==> src/rtl/nvm_seq_pkg.sv <==
package nvm_seq_pkg;

  localparam logic [3:0] OPC_WORD = 4'd1;
  localparam logic [3:0] OPC_ROW  = 4'd3;
  localparam logic [3:0] OPC_PAGE = 4'd4;
  localparam logic [3:0] OPC_AREA = 4'd5;

  typedef enum logic [2:0] {
    K_NONE, K_WORD, K_ROW, K_PAGE, K_AREA
  } op_kind_e;

  typedef enum logic [2:0] {
    S_IDLE, S_CHECK, S_RD_REQ, S_RD_WAIT, S_WR_CMD, S_DRAIN, S_FIN
  } seq_state_e;

  function automatic op_kind_e decode_op(input logic [3:0] code);
    case (code)
      OPC_WORD: return K_WORD;
      OPC_ROW:  return K_ROW;
      OPC_PAGE: return K_PAGE;
      OPC_AREA: return K_AREA;
      default:  return K_NONE;
    endcase
  endfunction

endpackage

==> src/rtl/nvm_prot_chk.sv <==
module nvm_prot_chk
  import nvm_seq_pkg::*;
#(
  parameter int PG_W       = 8,
  parameter int PFM_PAGES  = 16,
  parameter int BOOT_FIRST = 128,
  parameter int BOOT_PAGES = 4
) (
  input  op_kind_e              kind,
  input  logic [PG_W-1:0]       page_idx,
  input  logic [PFM_PAGES-1:0]  wp_prog,
  input  logic                  wp_boot,
  output logic                  deny
);
  localparam logic [PG_W:0] PFM_END  = (PG_W+1)'(PFM_PAGES);
  localparam logic [PG_W:0] BOOT_LO  = (PG_W+1)'(BOOT_FIRST);
  localparam logic [PG_W:0] BOOT_END = (PG_W+1)'(BOOT_FIRST + BOOT_PAGES);

  logic [PG_W:0] idx_x;
  logic          in_pfm, in_boot, page_bit;

  assign idx_x   = {1'b0, page_idx};
  assign in_pfm  = idx_x < PFM_END;
  assign in_boot = (idx_x >= BOOT_LO) && (idx_x < BOOT_END);

  always_comb begin
    page_bit = 1'b0;
    for (int p = 0; p < PFM_PAGES; p++) begin
      if (page_idx == PG_W'(p)) page_bit = wp_prog[p];
    end
  end

  always_comb begin
    case (kind)
      K_AREA:                deny = |wp_prog;
      K_WORD, K_ROW, K_PAGE: deny = in_pfm ? page_bit : (in_boot ? wp_boot : 1'b1);
      default:               deny = 1'b0;
    endcase
  end
endmodule

==> src/rtl/nvm_addr_gen.sv <==
module nvm_addr_gen
  import nvm_seq_pkg::*;
#(
  parameter int ADDR_W    = 20,
  parameter int SRAM_AW   = 16,
  parameter int BYTE_B    = 2,
  parameter int ROW_WORDS = 128,
  parameter int PAGE_ROWS = 8,
  parameter int CNT_W     = 8,
  localparam int FA_W     = ADDR_W - BYTE_B,
  localparam int RW_B     = $clog2(ROW_WORDS),
  localparam int PG_B     = RW_B + $clog2(PAGE_ROWS),
  localparam int PG_W     = FA_W - PG_B
) (
  input  op_kind_e             kind,
  input  logic [ADDR_W-1:0]    tgt_addr,
  input  logic [SRAM_AW-1:0]   src_addr,
  input  logic [CNT_W-1:0]     cnt,
  output logic [FA_W-1:0]      fl_addr,
  output logic [SRAM_AW-1:0]   sram_addr,
  output logic [PG_W-1:0]      page_idx
);
  logic [FA_W-1:0]           word_addr, row_base, page_base, area_base;
  logic [SRAM_AW-BYTE_B-1:0] src_word;
  logic                      unused_low;

  assign unused_low = ^{tgt_addr[BYTE_B-1:0], src_addr[BYTE_B-1:0]};
  assign word_addr  = tgt_addr[ADDR_W-1:BYTE_B];
  assign row_base   = {word_addr[FA_W-1:RW_B], {RW_B{1'b0}}};
  assign page_base  = {word_addr[FA_W-1:PG_B], {PG_B{1'b0}}};
  assign area_base  = FA_W'(cnt) << PG_B;
  assign page_idx   = word_addr[FA_W-1:PG_B];

  always_comb begin
    case (kind)
      K_ROW:   fl_addr = row_base | FA_W'(cnt);
      K_PAGE:  fl_addr = page_base;
      K_AREA:  fl_addr = area_base;
      default: fl_addr = word_addr;
    endcase
  end

  assign src_word  = src_addr[SRAM_AW-1:BYTE_B] + (SRAM_AW-BYTE_B)'(cnt);
  assign sram_addr = {src_word, {BYTE_B{1'b0}}};
endmodule

==> src/rtl/nvm_irq_sleep.sv <==
module nvm_irq_sleep (
  input  logic clk,
  input  logic rst_n,
  input  logic done,
  input  logic irq_clr,
  input  logic busy,
  input  logic sleep_req,
  output logic irq_flag,
  output logic sleep_grant
);
  always_ff @(posedge clk) begin
    if (!rst_n)       irq_flag <= 1'b0;
    else if (done)    irq_flag <= 1'b1;
    else if (irq_clr) irq_flag <= 1'b0;
  end

  assign sleep_grant = sleep_req & ~busy;
endmodule

==> src/rtl/nvm_seq.sv <==
module nvm_seq
  import nvm_seq_pkg::*;
#(
  parameter int ADDR_W     = 20,
  parameter int SRAM_AW    = 16,
  parameter int WORD_W     = 32,
  parameter int ROW_WORDS  = 128,
  parameter int PAGE_ROWS  = 8,
  parameter int PFM_PAGES  = 16,
  parameter int BOOT_FIRST = 128,
  parameter int BOOT_PAGES = 4
) (
  input  logic                  clk,
  input  logic                  rst_n,
  input  logic                  start,
  input  logic [3:0]            op_code,
  input  logic [ADDR_W-1:0]     tgt_addr,
  input  logic [WORD_W-1:0]     wr_data,
  input  logic [SRAM_AW-1:0]    src_addr,
  input  logic [PFM_PAGES-1:0]  wp_prog,
  input  logic                  wp_boot,
  input  logic                  low_volt,
  input  logic                  sleep_req,
  input  logic                  irq_clr,
  output logic                  busy,
  output logic                  done,
  output logic                  err,
  output logic                  lv_err,
  output logic                  irq_flag,
  output logic                  sleep_grant,
  output logic                  fl_valid,
  input  logic                  fl_ready,
  output logic                  fl_erase,
  output logic [ADDR_W-3:0]     fl_addr,
  output logic [WORD_W-1:0]     fl_wdata,
  output logic                  sram_req_valid,
  input  logic                  sram_req_ready,
  output logic [SRAM_AW-1:0]    sram_addr,
  input  logic                  sram_rvalid,
  input  logic [WORD_W-1:0]     sram_rdata
);
  localparam int BYTE_B = $clog2(WORD_W / 8);
  localparam int MAXC   = (ROW_WORDS > PFM_PAGES) ? ROW_WORDS : PFM_PAGES;
  localparam int CNT_W  = $clog2(MAXC) + 1;
  localparam int RW_B   = $clog2(ROW_WORDS);
  localparam int PG_B   = RW_B + $clog2(PAGE_ROWS);
  localparam int PG_W   = ADDR_W - BYTE_B - PG_B;
  localparam logic [CNT_W-1:0] ROW_LAST  = CNT_W'(ROW_WORDS - 1);
  localparam logic [CNT_W-1:0] AREA_LAST = CNT_W'(PFM_PAGES - 1);

  seq_state_e           state_q;
  op_kind_e             kind_q;
  logic [ADDR_W-1:0]    tgt_q;
  logic [SRAM_AW-1:0]   src_q;
  logic [WORD_W-1:0]    data_q;
  logic [CNT_W-1:0]     cnt_q, last_cnt;
  logic                 err_q, lv_q;
  logic [PG_W-1:0]      page_idx;
  logic                 deny, accessing, fl_fire, stop_now;

  nvm_addr_gen #(
    .ADDR_W(ADDR_W), .SRAM_AW(SRAM_AW), .BYTE_B(BYTE_B),
    .ROW_WORDS(ROW_WORDS), .PAGE_ROWS(PAGE_ROWS), .CNT_W(CNT_W)
  ) u_addr (
    .kind(kind_q), .tgt_addr(tgt_q), .src_addr(src_q), .cnt(cnt_q),
    .fl_addr(fl_addr), .sram_addr(sram_addr), .page_idx(page_idx)
  );

  nvm_prot_chk #(
    .PG_W(PG_W), .PFM_PAGES(PFM_PAGES),
    .BOOT_FIRST(BOOT_FIRST), .BOOT_PAGES(BOOT_PAGES)
  ) u_prot (
    .kind(kind_q), .page_idx(page_idx), .wp_prog(wp_prog),
    .wp_boot(wp_boot), .deny(deny)
  );

  nvm_irq_sleep u_irq (
    .clk(clk), .rst_n(rst_n), .done(done), .irq_clr(irq_clr),
    .busy(busy), .sleep_req(sleep_req),
    .irq_flag(irq_flag), .sleep_grant(sleep_grant)
  );

  assign busy           = (state_q != S_IDLE);
  assign done           = (state_q == S_FIN);
  assign err            = err_q;
  assign lv_err         = lv_q;
  assign fl_valid       = (state_q == S_WR_CMD);
  assign sram_req_valid = (state_q == S_RD_REQ);
  assign fl_erase       = (kind_q == K_PAGE) || (kind_q == K_AREA);
  assign fl_wdata       = data_q;
  assign fl_fire        = fl_valid && fl_ready;
  assign accessing      = (state_q == S_RD_REQ) || (state_q == S_RD_WAIT) ||
                          (state_q == S_WR_CMD) || (state_q == S_DRAIN);

  always_comb begin
    case (kind_q)
      K_ROW:   last_cnt = ROW_LAST;
      K_AREA:  last_cnt = AREA_LAST;
      default: last_cnt = '0;
    endcase
  end

  assign stop_now = (cnt_q == last_cnt) || lv_q || low_volt;

  always_ff @(posedge clk) begin
    if (!rst_n) begin
      state_q <= S_IDLE;
      kind_q  <= K_NONE;
      tgt_q   <= '0;
      src_q   <= '0;
      data_q  <= '0;
      cnt_q   <= '0;
      err_q   <= 1'b0;
      lv_q    <= 1'b0;
    end else begin
      if (accessing && low_volt) begin
        lv_q  <= 1'b1;
        err_q <= 1'b1;
      end
      case (state_q)
        S_IDLE: begin
          if (start) begin
            kind_q  <= decode_op(op_code);
            tgt_q   <= tgt_addr;
            src_q   <= src_addr;
            data_q  <= wr_data;
            cnt_q   <= '0;
            err_q   <= 1'b0;
            lv_q    <= 1'b0;
            state_q <= S_CHECK;
          end
        end
        S_CHECK: begin
          if (kind_q == K_NONE) begin
            state_q <= S_FIN;
          end else if (deny) begin
            err_q   <= 1'b1;
            state_q <= S_FIN;
          end else if (kind_q == K_ROW) begin
            state_q <= S_RD_REQ;
          end else begin
            state_q <= S_WR_CMD;
          end
        end
        S_RD_REQ: begin
          if (sram_req_ready) state_q <= S_RD_WAIT;
        end
        S_RD_WAIT: begin
          if (sram_rvalid) begin
            data_q  <= sram_rdata;
            state_q <= S_WR_CMD;
          end
        end
        S_WR_CMD: begin
          if (fl_fire) begin
            if (stop_now) begin
              state_q <= S_DRAIN;
            end else begin
              cnt_q   <= cnt_q + 1'b1;
              state_q <= (kind_q == K_ROW) ? S_RD_REQ : S_WR_CMD;
            end
          end
        end
        S_DRAIN: begin
          if (fl_ready) state_q <= S_FIN;
        end
        S_FIN:   state_q <= S_IDLE;
        default: state_q <= S_IDLE;
      endcase
    end
  end
endmodule

==> config.mk <==
export PLATFORM = sky130hd
export DESIGN_NAME = nvm_seq
export DESIGN_NICKNAME = d
export VERILOG_FILES = /design/src/rtl/nvm_seq_pkg.sv /design/src/rtl/nvm_prot_chk.sv /design/src/rtl/nvm_addr_gen.sv /design/src/rtl/nvm_irq_sleep.sv /design/src/rtl/nvm_seq.sv
export SDC_FILE = /design/constraint.sdc
export NUM_CORES = 1
export LEC_CHECK = 0
export ABC_AREA = 1
export BUFFER_PORTS_ARGS = -buffer_cell sky130_fd_sc_hd__buf_4
export CORE_MARGIN = 3
export CORE_UTILIZATION = 30
export DETAILED_ROUTE_END_ITERATION = 7
export MAX_ROUTING_LAYER = met4
export RECOVER_POWER = 50
export SLEW_MARGIN = 0
export SYNTH_ARGS = -nofsm -noshare
export SYNTH_HDL_FRONTEND = slang
export SYNTH_SLANG_ARGS = --single-unit
export TNS_END_PERCENT = 100
==> constraint.sdc <==
create_clock -name clk -period 4.3 [get_ports clk]
set_input_delay 0.86 -clock clk [delete_from_list [all_inputs] [get_ports clk]]
set_output_delay 0.86 -clock clk [all_outputs]
set_load 0.02 [all_outputs]
==> reports/metrics.cfg <==
[clock_tree]
insertion_delay_ns=0.34
clkTransAtPathRegs_ns=0.06
post_cts_resized=0
cts_buffer_depth=2
hold_buffers=0
cts_buffers=9
cts_tree=built
root_buffer=clkbuf_16
post_cts_buffers=0
clock_sinks=81
h-tree-depth=3

[critical_path]
cp.arrival_ns=2.89
worstPathMaxFanout=6
path_class=reg -> out
rr_endpoint=fl_wdata[31]
cp_data_required_time_ns=3.44
rr_startpoint=state_q[0]
rrSetupSlack_ns=1.51
reg2regPathDepth=10
startpoint_type=flop
endpoint_kind=output pin

[cells_and_area]
drive_above_1_share_pct=23.5
syn2layout_area_growth_pct=40.2
design_area_sq_mm=0.00598
n_antenna_cell=0
fin_nets=944

[drt]
post_drt_wl_per_cell_um=14.5
first_iter_violations=242
drt_drc_violations_left=0
wirelength_um=14200
vias=4729
ant_nets=0
dr.pass1.iters=4
viasPerCell=4.83

[synth]
synth_area_leaders=dfxtp_1 (38%), nand2_1 (12%), o21ai_0 (9.6%)
synth.distinct_cells=39
synthCells=616
netlist_area_sq_mm=0.00426
synthArstFlopShare_pct=0
synth_ff_type=dfxtp_1
syn_avg_cell_area_sq_um=6.92
yosysTopAreaCellShare_pct=38.0
yosysTopAreaCell=dfxtp_1
synth_seq_area_share_pct=38.0
ys_warn_count=0
synth_edf_count=0
ys_ff_latch=81

[floorplanning]
core_sq_mm=0.0136
die_height_um=125
dieArea_sq_mm=0.0157
rows=42
initial_core_util_pct=31.4
pin_count=205
die_w_um=125

[timing]
fin_hold_ws_ns=0.451
worst_pin_slew_ns=2.64
finalSetupTns_ns=0
setup_viol=0
max_freq_mhz=266
rsz0062_at_grt=no
period_share_pct=87.3
period_needed_ns=3.75
slew_headroom_pct=-76.2
fin_worst_skew_ns=0.00541
finalHoldViolCount=0
timing.final.max_slew_violations=70

[min_path]
hold_end=tgt_q[6]
whs_path_depth=2
holdCritStartpoint=tgt_q[6]
hold_path_class=reg -> reg

[pwr]
p_total_mw=3.63
p_per_area_mw_per_mm2=608
irDropWorstVdd_v=0.000371
leakage_nw=2.78

[place]
io_buffers=198
placed_area_sq_mm=0.00588
hpwl_um=10800
gp_congestion=0.909

[outcome]
violations=capacitance limit, slew limit
outcome=finished with violations

[job]
cap_violations=1

[grt]
grt_max_degree=70
grt_pass1_vias=4724
grt_pass1_wl_um=23000
grt_util_all_layers_pct=18.6
grt-ovfl-total=0
antenna_found_initial=0

==> worst max-delay path: stages (launching register included) <==
cell and delay [ns]:
dfxtp_1 0.44, ha_1 0.21, inv_1 0.05, fa_1 0.40, o21ai_0 0.35, a21oi_1 0.11, o21bai_1 0.20, nand2_1 0.08
nand2_1 0.06, nand2_1 0.04, nand2_1 0.07, nand2_1 0.07, nor2_1 0.12, xor2_1 0.17, buf_4 0.16
==> sequential cells by signal, indices dropped and copies added, names as in the netlist <==
| register | cells |
|---|---|
| tgt_q | 18 |
| src_q | 14 |
| state_q | 3 |
| fl_wdata | 32 |
| err | 1 |
| lv_err | 1 |
| u_irq.irq_flag | 1 |
| kind_q | 3 |
| cnt_q | 8 |
==> cells in the mapped netlist, types with 6 or more instances <==
library cell / instances
clkbuf_1: 19
xor2_1: 13
nand3_1: 16
o22ai_1: 6
ha_1: 12
inv_1: 62
nand2_1: 135
buf_2: 8
o21ai_0: 82
nor4_1: 6
nor2_1: 52
a31oi_1: 35
dfxtp_1: 81
a21oi_1: 44
inv_2: 6
==> per-stage QoR <==
stage               std cells  util, %  worst slack (ns)
floorplan                 617        -              1.16
global placement          966     43.3              1.03
detailed placement        966     43.3             0.907
CTS                       979     45.2             0.528
global route              979     44.1             0.249
finish                    979     44.1             0.546
==> layout make-up <==
class	instances	area, sq um
flip-flops and latches	81	1620
well taps	176	220
clock inverters	1	5.00
clock buffers	12	246
repair buffers	202	1370
fillers	1446	7580
inverters	70	263
multi-input cells	437	2260
==> where the power goes <==
part,internal [mW],switching [mW]
clock network,0.397,0.293
registers,0.993,0.146
logic,0.613,1.19
==> logic make-up after synthesis <==
group                      synth area share, %
and+or+nand+nor                           22.3
AOI/OAI and AO/OA                         23.5
buffers and inverters                     9.13
DFF                                       38.0
xor gates and xnor gates                  2.88
adders and majority gates                 3.99
other                                   0.0880
==> worst max-delay path by stage <==
| stage | startpoint | endpoint | slack, ns | cells past startpoint |
|---|---|---|---|---|
| final | cnt_q[0] | sram_addr[12] | 0.55 | 14 |
| after CTS | cnt_q[0] | sram_addr[12] | 0.53 | 14 |
| after global routing | rst_n | cnt_q[3] | 0.25 | 5 |
| after detailed placement | cnt_q[0] | sram_addr[12] | 0.91 | 14 |
| after global placement | cnt_q[0] | sram_addr[14] | 1.03 | 15 |
| after floorplan | cnt_q[0] | sram_addr[14] | 1.16 | 14 |
==> routing by layer <==
| metal | share of wire, % | vias up | GRT usage, % |
|---|---|---|---|
| met5 | 0 | - | - |
| met4 | 1.8 | 0 | 6.95 |
| met3 | 8.4 | 17 | 6.27 |
| met2 | 47 | 168 | 29.7 |
| met1 | 43 | 2112 | 21.6 |
| li1 | - | 2432 | - |
==> layout by cell type, fill, tap and decap left out, types with 9 or more instances in the layout <==
| cell | count |
|---|---|
| ha_1 | 12 |
| a31oi_1 | 35 |
| clkbuf_16 | 9 |
| inv_1 | 63 |
| dfxtp_1 | 81 |
| nand2_1 | 135 |
| clkbuf_1 | 42 |
| a21oi_1 | 44 |
| o21ai_0 | 82 |
| buf_4 | 162 |
| xor2_1 | 13 |
| nor2_1 | 52 |
| nand3_1 | 16 |
Note: power is estimated with default switching activity, not from simulation.
